--- src/rtl/ctr_arb_pkg.sv ---
package ctr_arb_pkg;
  typedef enum logic [1:0] {
    SUB_NONE = 2'b00,
    SUB_INC  = 2'b01,
    SUB_DEC  = 2'b10
  } sub_e;
endpackage

--- src/rtl/ctr_cells.sv ---
module ctr_cells #(
  parameter int NCNT = 5,
  parameter int IDX_OV = 0,
  parameter int IDX_T2 = 1,
  parameter logic [NCNT-1:0] TICK_MASK = '0
) (
  input  logic            clk,
  input  logic            rst,
  input  logic            clr_all,
  input  logic [NCNT-1:0] up_in,
  input  logic [NCNT-1:0] dn_in,
  input  logic            tick,
  input  logic            ovc_pos,
  input  logic            ovc_neg,
  input  logic            chain_set,
  input  logic [NCNT-1:0] clr_vec,
  output logic [NCNT-1:0] p_cell,
  output logic [NCNT-1:0] m_cell
);
  logic [NCNT-1:0] up_q, dn_q, up_edge, dn_edge, set_p, set_m;
  logic            tick_q, tick_edge;

  always_ff @(posedge clk) begin
    if (rst) begin
      up_q   <= '0;
      dn_q   <= '0;
      tick_q <= 1'b0;
    end else begin
      up_q   <= up_in;
      dn_q   <= dn_in;
      tick_q <= tick;
    end
  end

  assign up_edge   = up_in & ~up_q;
  assign dn_edge   = dn_in & ~dn_q;
  assign tick_edge = tick & ~tick_q;

  for (genvar i = 0; i < NCNT; i++) begin : g_cell
    localparam bit IS_OV = (i == IDX_OV);
    localparam bit IS_T2 = (i == IDX_T2);
    assign set_p[i] = up_edge[i] | (tick_edge & TICK_MASK[i])
                    | (IS_OV & ovc_pos) | (IS_T2 & chain_set);
    assign set_m[i] = dn_edge[i] | (IS_OV & ovc_neg);

    // a fresh request in the same cycle as a clear is kept
    always_ff @(posedge clk) begin
      if (rst || clr_all) begin
        p_cell[i] <= 1'b0;
        m_cell[i] <= 1'b0;
      end else begin
        if (set_p[i])        p_cell[i] <= 1'b1;
        else if (clr_vec[i]) p_cell[i] <= 1'b0;
        if (set_m[i])        m_cell[i] <= 1'b1;
        else if (clr_vec[i]) m_cell[i] <= 1'b0;
      end
    end
  end
endmodule

--- src/rtl/ctr_prio_enc.sv ---
module ctr_prio_enc #(
  parameter int NCNT = 5,
  parameter int CW = 3
) (
  input  logic [NCNT-1:0] req,
  output logic [CW-1:0]   idx,
  output logic            any
);
  always_comb begin
    idx = '0;
    for (int i = NCNT - 1; i >= 0; i--) begin
      if (req[i]) idx = CW'(i);
    end
    any = |req;
  end
endmodule

--- src/rtl/ctr_req_arbiter.sv ---
module ctr_req_arbiter #(
  parameter int NCNT = 5,
  parameter int AW = 16,
  parameter int BASE_ADDR = 28,
  parameter int IDX_OV = 0,
  parameter int IDX_T2 = 1,
  parameter int IDX_T1 = 2,
  parameter int IDX_T3 = 3,
  parameter int IDX_T4 = 4
) (
  input  logic            clk,
  input  logic            rst,
  input  logic [NCNT-1:0] cnt_up,
  input  logic [NCNT-1:0] cnt_dn,
  input  logic            tick,
  input  logic            wpctr_n,
  input  logic            rsct_n,
  input  logic            wovr_n,
  input  logic            wovc_n,
  input  logic            genrst_n,
  input  logic            wb_sg,
  input  logic            wb_us,
  output logic [1:0]      sub_sel,
  output logic [AW-1:0]   rbus,
  output logic            rbus_busy_n,
  output logic            rupt_t3,
  output logic            rupt_t4
);
  import ctr_arb_pkg::*;

  localparam int CW = (NCNT > 1) ? $clog2(NCNT) : 1;
  localparam logic [NCNT-1:0] TICK_MASK =
    NCNT'((1 << IDX_T1) | (1 << IDX_T3) | (1 << IDX_T4));

  logic            gr, do_latch, do_read, do_clear, do_ovc;
  logic            pos_ovf, neg_ovf, hit, chain_set;
  logic [NCNT-1:0] p_cell, m_cell, clr_vec;
  logic [CW-1:0]   enc_idx, sel_code;
  logic            enc_any, sel_vld;
  sub_e            sub_q, sub_nx;

  assign gr       = ~genrst_n;
  assign do_latch = ~wpctr_n;
  assign do_read  = ~rsct_n;
  assign do_clear = ~wovr_n;
  assign do_ovc   = ~wovc_n;
  assign pos_ovf  = wb_us & ~wb_sg;
  assign neg_ovf  = wb_sg & ~wb_us;
  assign hit      = do_clear & sel_vld;

  for (genvar i = 0; i < NCNT; i++) begin : g_clr
    assign clr_vec[i] = hit & (sel_code == CW'(i));
  end
  assign chain_set = hit & (sel_code == CW'(IDX_T1)) & pos_ovf;

  ctr_cells #(
    .NCNT(NCNT), .IDX_OV(IDX_OV), .IDX_T2(IDX_T2), .TICK_MASK(TICK_MASK)
  ) u_cells (
    .clk(clk), .rst(rst), .clr_all(gr),
    .up_in(cnt_up), .dn_in(cnt_dn), .tick(tick),
    .ovc_pos(do_ovc & pos_ovf), .ovc_neg(do_ovc & neg_ovf),
    .chain_set(chain_set), .clr_vec(clr_vec),
    .p_cell(p_cell), .m_cell(m_cell)
  );

  ctr_prio_enc #(.NCNT(NCNT), .CW(CW)) u_enc (
    .req(p_cell | m_cell), .idx(enc_idx), .any(enc_any)
  );

  always_comb begin
    sub_nx = SUB_NONE;
    if (enc_any) begin
      if (p_cell[enc_idx] && !m_cell[enc_idx])      sub_nx = SUB_INC;
      else if (m_cell[enc_idx] && !p_cell[enc_idx]) sub_nx = SUB_DEC;
    end
  end

  always_ff @(posedge clk) begin
    if (rst || gr) begin
      sel_code <= '0;
      sel_vld  <= 1'b0;
      sub_q    <= SUB_NONE;
    end else if (do_latch) begin
      sel_code <= enc_idx;
      sel_vld  <= enc_any;
      sub_q    <= sub_nx;
    end else if (hit) begin
      sel_vld  <= 1'b0;
    end
  end

  always_ff @(posedge clk) begin
    if (rst || gr) begin
      rupt_t3 <= 1'b0;
      rupt_t4 <= 1'b0;
    end else begin
      rupt_t3 <= hit & pos_ovf & (sel_code == CW'(IDX_T3));
      rupt_t4 <= hit & pos_ovf & (sel_code == CW'(IDX_T4));
    end
  end

  always_ff @(posedge clk) begin
    if (rst) begin
      rbus        <= '0;
      rbus_busy_n <= 1'b1;
    end else begin
      rbus        <= do_read ? (AW'(BASE_ADDR) + AW'(sel_code)) : '0;
      rbus_busy_n <= ~do_read;
    end
  end

  assign sub_sel = sub_q;
endmodule

--- config.mk ---
export PLATFORM = sky130hd
export DESIGN_NAME = ctr_req_arbiter
export DESIGN_NICKNAME = d
export VERILOG_FILES = /design/src/rtl/ctr_arb_pkg.sv /design/src/rtl/ctr_cells.sv /design/src/rtl/ctr_prio_enc.sv /design/src/rtl/ctr_req_arbiter.sv
export SDC_FILE = /design/constraint.sdc
export NUM_CORES = 1
export LEC_CHECK = 0
export BUFFER_PORTS_ARGS = -buffer_cell sky130_fd_sc_hd__buf_2
export CAP_MARGIN = 20
export CORE_MARGIN = 2
export CORE_UTILIZATION = 45
export CTS_CLUSTER_DIAMETER = 80
export DETAILED_ROUTE_END_ITERATION = 8
export PLACE_DENSITY = 0.74
export SLEW_MARGIN = 20
export SYNTH_ARGS = -nofsm -noshare
export SYNTH_HDL_FRONTEND = slang
export SYNTH_SLANG_ARGS = --single-unit
--- constraint.sdc ---
create_clock -name clk -period 1.3 [get_ports clk]
set_input_delay 0.13 -clock clk [delete_from_list [all_inputs] [get_ports clk]]
set_output_delay 0.13 -clock clk [all_outputs]
set_load 0.005 [all_outputs]
=== Word level (Yosys, flattened, before mapping) ===
Cells that the tools add are included.

* $add $sub $neg: 1
* Multipliers: 0
* Divide/modulo/power cells: 0
* Magnitude comparators: 1
* Eq/ne operators: 5
* Shift operators: 0
* Muxes and demuxes: 29
* Bitwise logic cells: 32
* Reductions and logical operators: 18

{| class="wikitable"
|+ Operators by type and width
! cell !! number
|-
| 2-bit nonzero test || 10
|-
| 1-bit two-way mux || 19
|-
| 1-bit bitwise AND || 15
|-
| 3-bit two-way mux || 5
|-
| 5-bit bitwise AND || 2
|-
| 5-bit inverter || 2
|-
| 5-bit by 3-bit adder with 6-bit output, first input constant || 1
|-
| 1-bit binary-select mux with 3-bit select || 2
|-
| 3-bit by 2-bit equality test with 1-bit output, second input constant || 2
|-
| 2-bit two-way mux || 3
|-
| 1-bit inverter || 6
|-
| 1-bit bitwise OR || 6
|-
| 5-bit bitwise OR || 1
|-
| 5-bit OR reduction || 1
|-
| 3-bit by 4-bit less-than comparator with 1-bit output, second input constant || 1
|-
| 3-bit by 1-bit equality test with 1-bit output, second input constant || 1
|-
| 3-bit equality test, second input constant || 1
|-
| 3-bit zero test || 1
|-
| 1-bit logical AND || 2
|-
| 1-bit zero test || 2
|-
| 2-bit by 1-bit != test with 1-bit output, second input constant || 1
|-
| 2-bit OR reduction || 1
|-
| 1-bit logical OR || 1
|}

* Bits in registers: 46
* Bits in latches: 0
* Bits in writable memories: 0
* Memory bits (read-only): 0
* Input bits: 20
* Output and inout bits: 21
* Logic and storage cells: 106
* Memories kept: 0

=== Logic depth before layout (Yosys ltp) ===
* Depth in word-level cells: 13
* Gate-level depth with buffers: 4
* Depth with buffers taken out: 4

=== Hierarchy ===
A second synthesis with hierarchy kept.

* Cells, all modules: 165
* Area total of the unflattened synthesis: 1507.7 um2

{| class="wikitable"
|+ By module, submodules not included
! module !! instances !! cells each !! area each (um2) !! seq. area each (um2)
|-
| ctr_req_arbiter || 1 || 88 || 742.0 || 260.2
|-
| ctr_cells || 1 || 69 || 716.9 || 420.4
|-
| ctr_prio_enc || 1 || 8 || 48.8 || 0.0
|}

=== Worst setup path after synthesis ===
Ideal clock, no wire load.

* Path type: register to register
* From: reg sel_code[1]
* To: reg u_cells.m_cell[0]
* Library setup time: 0.128 ns
* Arrival: 1.296 ns
* Required time: 1.172 ns
* Path slack: -0.123 ns
* Cell stages (with the launch flop): 5
* Buffers on the path: 0
* Clock period less this slack: 1.423 ns
* Cell sequence: dfxtp_1 or4b_1 nand2b_1 a222oi_1 nor2_1

* Word-level cells in the longest chain between the ends: 3

{| class="wikitable"
|+ Ends and longest elaborated chain
! element !! line !! source
|-
| from (decl) || ctr_req_arbiter.sv:38 || <nowiki>logic [CW-1:0] enc_idx, sel_code;</nowiki>
|-
| from (signal assigned) || ctr_req_arbiter.sv:84 || <nowiki>sel_code <= enc_idx;</nowiki>
|-
| 3-bit zero test || ctr_req_arbiter.sv:52 || <nowiki>assign clr_vec[i] = hit & (sel_code == CW'(i));</nowiki>
|-
| 1-bit bitwise AND || ctr_req_arbiter.sv:52 ||
|-
| 2-bit nonzero test (no source line) || -- ||
|-
| to (signal, indexed assignment) || ctr_cells.sv:50 || <nowiki>m_cell[i] <= 1'b0;</nowiki>
|-
| to (signal, indexed assignment) || ctr_cells.sv:54 || <nowiki>if (set_m[i]) m_cell[i] <= 1'b1;</nowiki>
|-
| to (signal, indexed assignment) || ctr_cells.sv:55 || <nowiki>else if (clr_vec[i]) m_cell[i] <= 1'b0;</nowiki>
|-
| to (decl) || ctr_cells.sv:18 || <nowiki>output logic [NCNT-1:0] m_cell</nowiki>
|}

No other way between the ends.
A chain may end at the register's enable or synchronous reset.

=== Final worst setup path ===
* From: reg sel_code[2]
* To: reg u_cells.m_cell[0]

The elaborated chain is that of the path after synthesis.

==> results_dict.tcl <==
set metrics [dict create \
    outcome "finished, violations left" \
    violations "design-rule violations, negative setup slack" \
    fin_util_pct 60.8 \
    finalHoldViolCount 0 \
    synth_compound_area_share_pct 14.6 \
    antenna_cells 0 \
    grt_pass1_vias 1073 \
    dr.pass1.iters 6 \
    max-vdd-ir-drop_mv 0.702 \
    final_area_um2 1710 \
    cts_tree "built" \
    synth_fa_ha_area_share_pct 0 \
    synth_top_area_share_pct 50.6 \
    hold_class "primary input to flip-flop" \
    startpoint "sel_code[2]" \
    drt_iter0_markers 42 \
    fin_nets 212 \
    period_share_pct 113 \
    finalSetupTns_ps -400 \
    fin_cells 224 \
    rsz0062_at_grt "yes" \
    synth_xor_area_share_pct 0 \
    crit_path_end "u_cells.m_cell[0]" \
    placed_cell_area_um2 1570 \
    synth_top_cell_by_area "dfxtp_1" \
    hpwl_um 1980 \
    setup_slack_ps -168 \
    cts-root-buf "clkbuf_4" \
    crit_path_max_fanout 2 \
    numPortBuffers 30 \
    die_x_um 58.7 \
    critPathLaunchType "flip-flop" \
    ys_ff_latch 34 \
    ys_seq_area_share_pct 50.6 \
    place.gp.congestion 0.900 \
    worst-r2r-setup-slack_ps -170 \
    yosys.area_share.simple_pct 25.1 \
    drt_wl_total_um 2740 \
    layout_common_cells "dfxtp_1, buf_2, nor2_1" \
    p_leak_nw 0.743 \
    r2r_end "u_cells.m_cell[0]" \
    finalSetupViolCount 4 \
    io_pins 41 \
    grt-ovfl-total 0 \
    cts_buffers 5 \
    vias 1139 \
    min_period_ps 1470 \
    path_class "flip-flop to flip-flop" \
    synth_top_family_by_area "simple AND/OR/NAND/NOR gates" \
    ant_nets 0 \
    cap_violations 0 \
    pwr_density_cell_nw_per_um2 1220 \
    syn_area_um2 1350 \
    cts.reportedPaths.clkPinSlew_ps 100 \
    synthTopCellsByArea "dfxtp_1, nor2b_1, buf_4, nor2_1, nand2b_1" \
    layout_commonest_cell "dfxtp_1" \
    start_util_pct 48.0 \
    clock_latency_ps 330 \
    cts_max_level 2 \
    viasPerCell 5.08 \
    synth.distinct_cells 30 \
    synthToLayoutAreaGrowth_pct 26.8 \
    clock-sinks 34 \
    die_area_um2 3450 \
    regToRegStartpoint "sel_code[2]" \
    drcViolationCount 5 \
    antenna_found_initial 0 \
    worst_ep_required_time_ps 1530 \
    clock_skew_ps 7.03 \
    cp.arrival_ps 1690 \
    place_inst 214 \
    regArea_um2 684 \
    drive_above_1_share_pct 34.2 \
    clockBufferDepth 2 \
    drv_slew 0 \
    rows 19 \
    grt_first_pass_wirelength_um 4440 \
    synthCells 149 \
    grt.total_usage_pct 17.1 \
    postSynthAreaPerCell_um2 9.04 \
    fillers 245 \
    clock.fmax_ghz 0.681 \
    critPathCaptureType "flip-flop" \
    synth_warnings 0 \
    dieHeight_um 58.7 \
    r2r_cells 4 \
    coreArea_um2 2810 \
    grt_max_degree 15 \
    multiInputGateArea_um2 631 \
    synth_mux_area_share_pct 0 \
    wl_per_cell_um 12.2 \
]
-- state kept, by name (all words and copies together) (netlist names), 2 cells and up --
register	count
u_cells.m_cell	5
u_cells.dn_q	5
rbus	4
sel_code	3
sub_sel	2
u_cells.up_q	5
u_cells.p_cell	5
-- cell usage after synthesis --
cell       number
a311oi_1        2
or2_2           1
nor4_1          1
a31oi_1         5
nor3_1          4
nor4_2          1
or4b_1          1
o2bb2ai_1       1
nand2_1         5
nand4bb_1       1
clkbuf_1        4
nand2b_1       10
a221oi_1        1
inv_1           6
o21bai_1        1
buf_4          12
nor2_1         17
o22ai_1         2
dfxtp_1        34
o31ai_1         1
and2_1          2
o21ai_0         5
a32oi_1         1
a222oi_1        1
conb_1          1
o31a_1          1
nor2b_1        15
nor3b_1         2
a21oi_1        10
nand3_1         1
-- repair_timing --
action,in CTS,in global routing
pin swaps,0,4
gates cloned,0,0
hold buffers,0,0
resized for setup,3,8
setup buffers,1,1
endpoints found under the setup margin,4,9
-- cells by family after synthesis --
group | after synthesis
compound gates | 31
buf+inv | 22
flops | 34
other cells | 1
simple gates | 61
-- power by group --
part           switching (W)  internal [W]  leakage [nW]
Sequential         0.0000280       0.00109         0.281
Clock               0.000339      0.000369        0.0446
Combinational       0.000127      0.000128         0.417
-- how the worst min path moves through the flow --
stage	start	endpoint	slack, ps	cells after the start
floorplan	rst	u_cells.dn_q[4]	200	1
global placement	cnt_dn[3]	u_cells.dn_q[3]	350	2
detailed placement	cnt_dn[3]	u_cells.dn_q[3]	360	2
CTS	cnt_dn[0]	u_cells.dn_q[0]	10	2
global route	cnt_dn[1]	u_cells.dn_q[1]	20	2
finish	cnt_dn[0]	u_cells.dn_q[0]	10	2
-- layout make-up --
class                   instances  share of cell area [%]
inverters                       6                    1.32
clock buffers                   8                    4.62
well taps                      31                    2.27
multi-input cells             102                    37.0
repair buffers                 43                    14.7
flip-flops and latches         34                    40.1
-- metal layers --
| layer | track usage (%) | routed length [um] | vias to the layer above |
|---|---|---|---|
| met1 | 20.0 | 1150 | 500 |
| met4 | 9.09 | 70 | 0 |
| met5 | 0 | 0 | - |
| met3 | 3.96 | 218 | 8 |
| li1 | - | - | 570 |
| met2 | 28.9 | 1300 | 61 |
-- metrics by stage --
| step | total power [W] | setup slack, ps | hold slack, ps |
|---|---|---|---|
| detailed placement | 0.00137 | -143 | 360 |
| global route | 0.00216 | -245 | 23.4 |
| finish | 0.00208 | -168 | 13.9 |
| global placement | 0.00137 | -68.4 | 354 |
| floorplan | 0.00130 | -57.4 | 202 |
| CTS | 0.00208 | -140 | 10.8 |
-- worst max-delay path, stage by stage, from the launching register on --
cell	delay (ps)
dfxtp_2	340
or4b_4	520
nand2b_4	160
a222oi_1	270
nor2_1	70
Note: power is estimated with default switching activity, not from simulation.
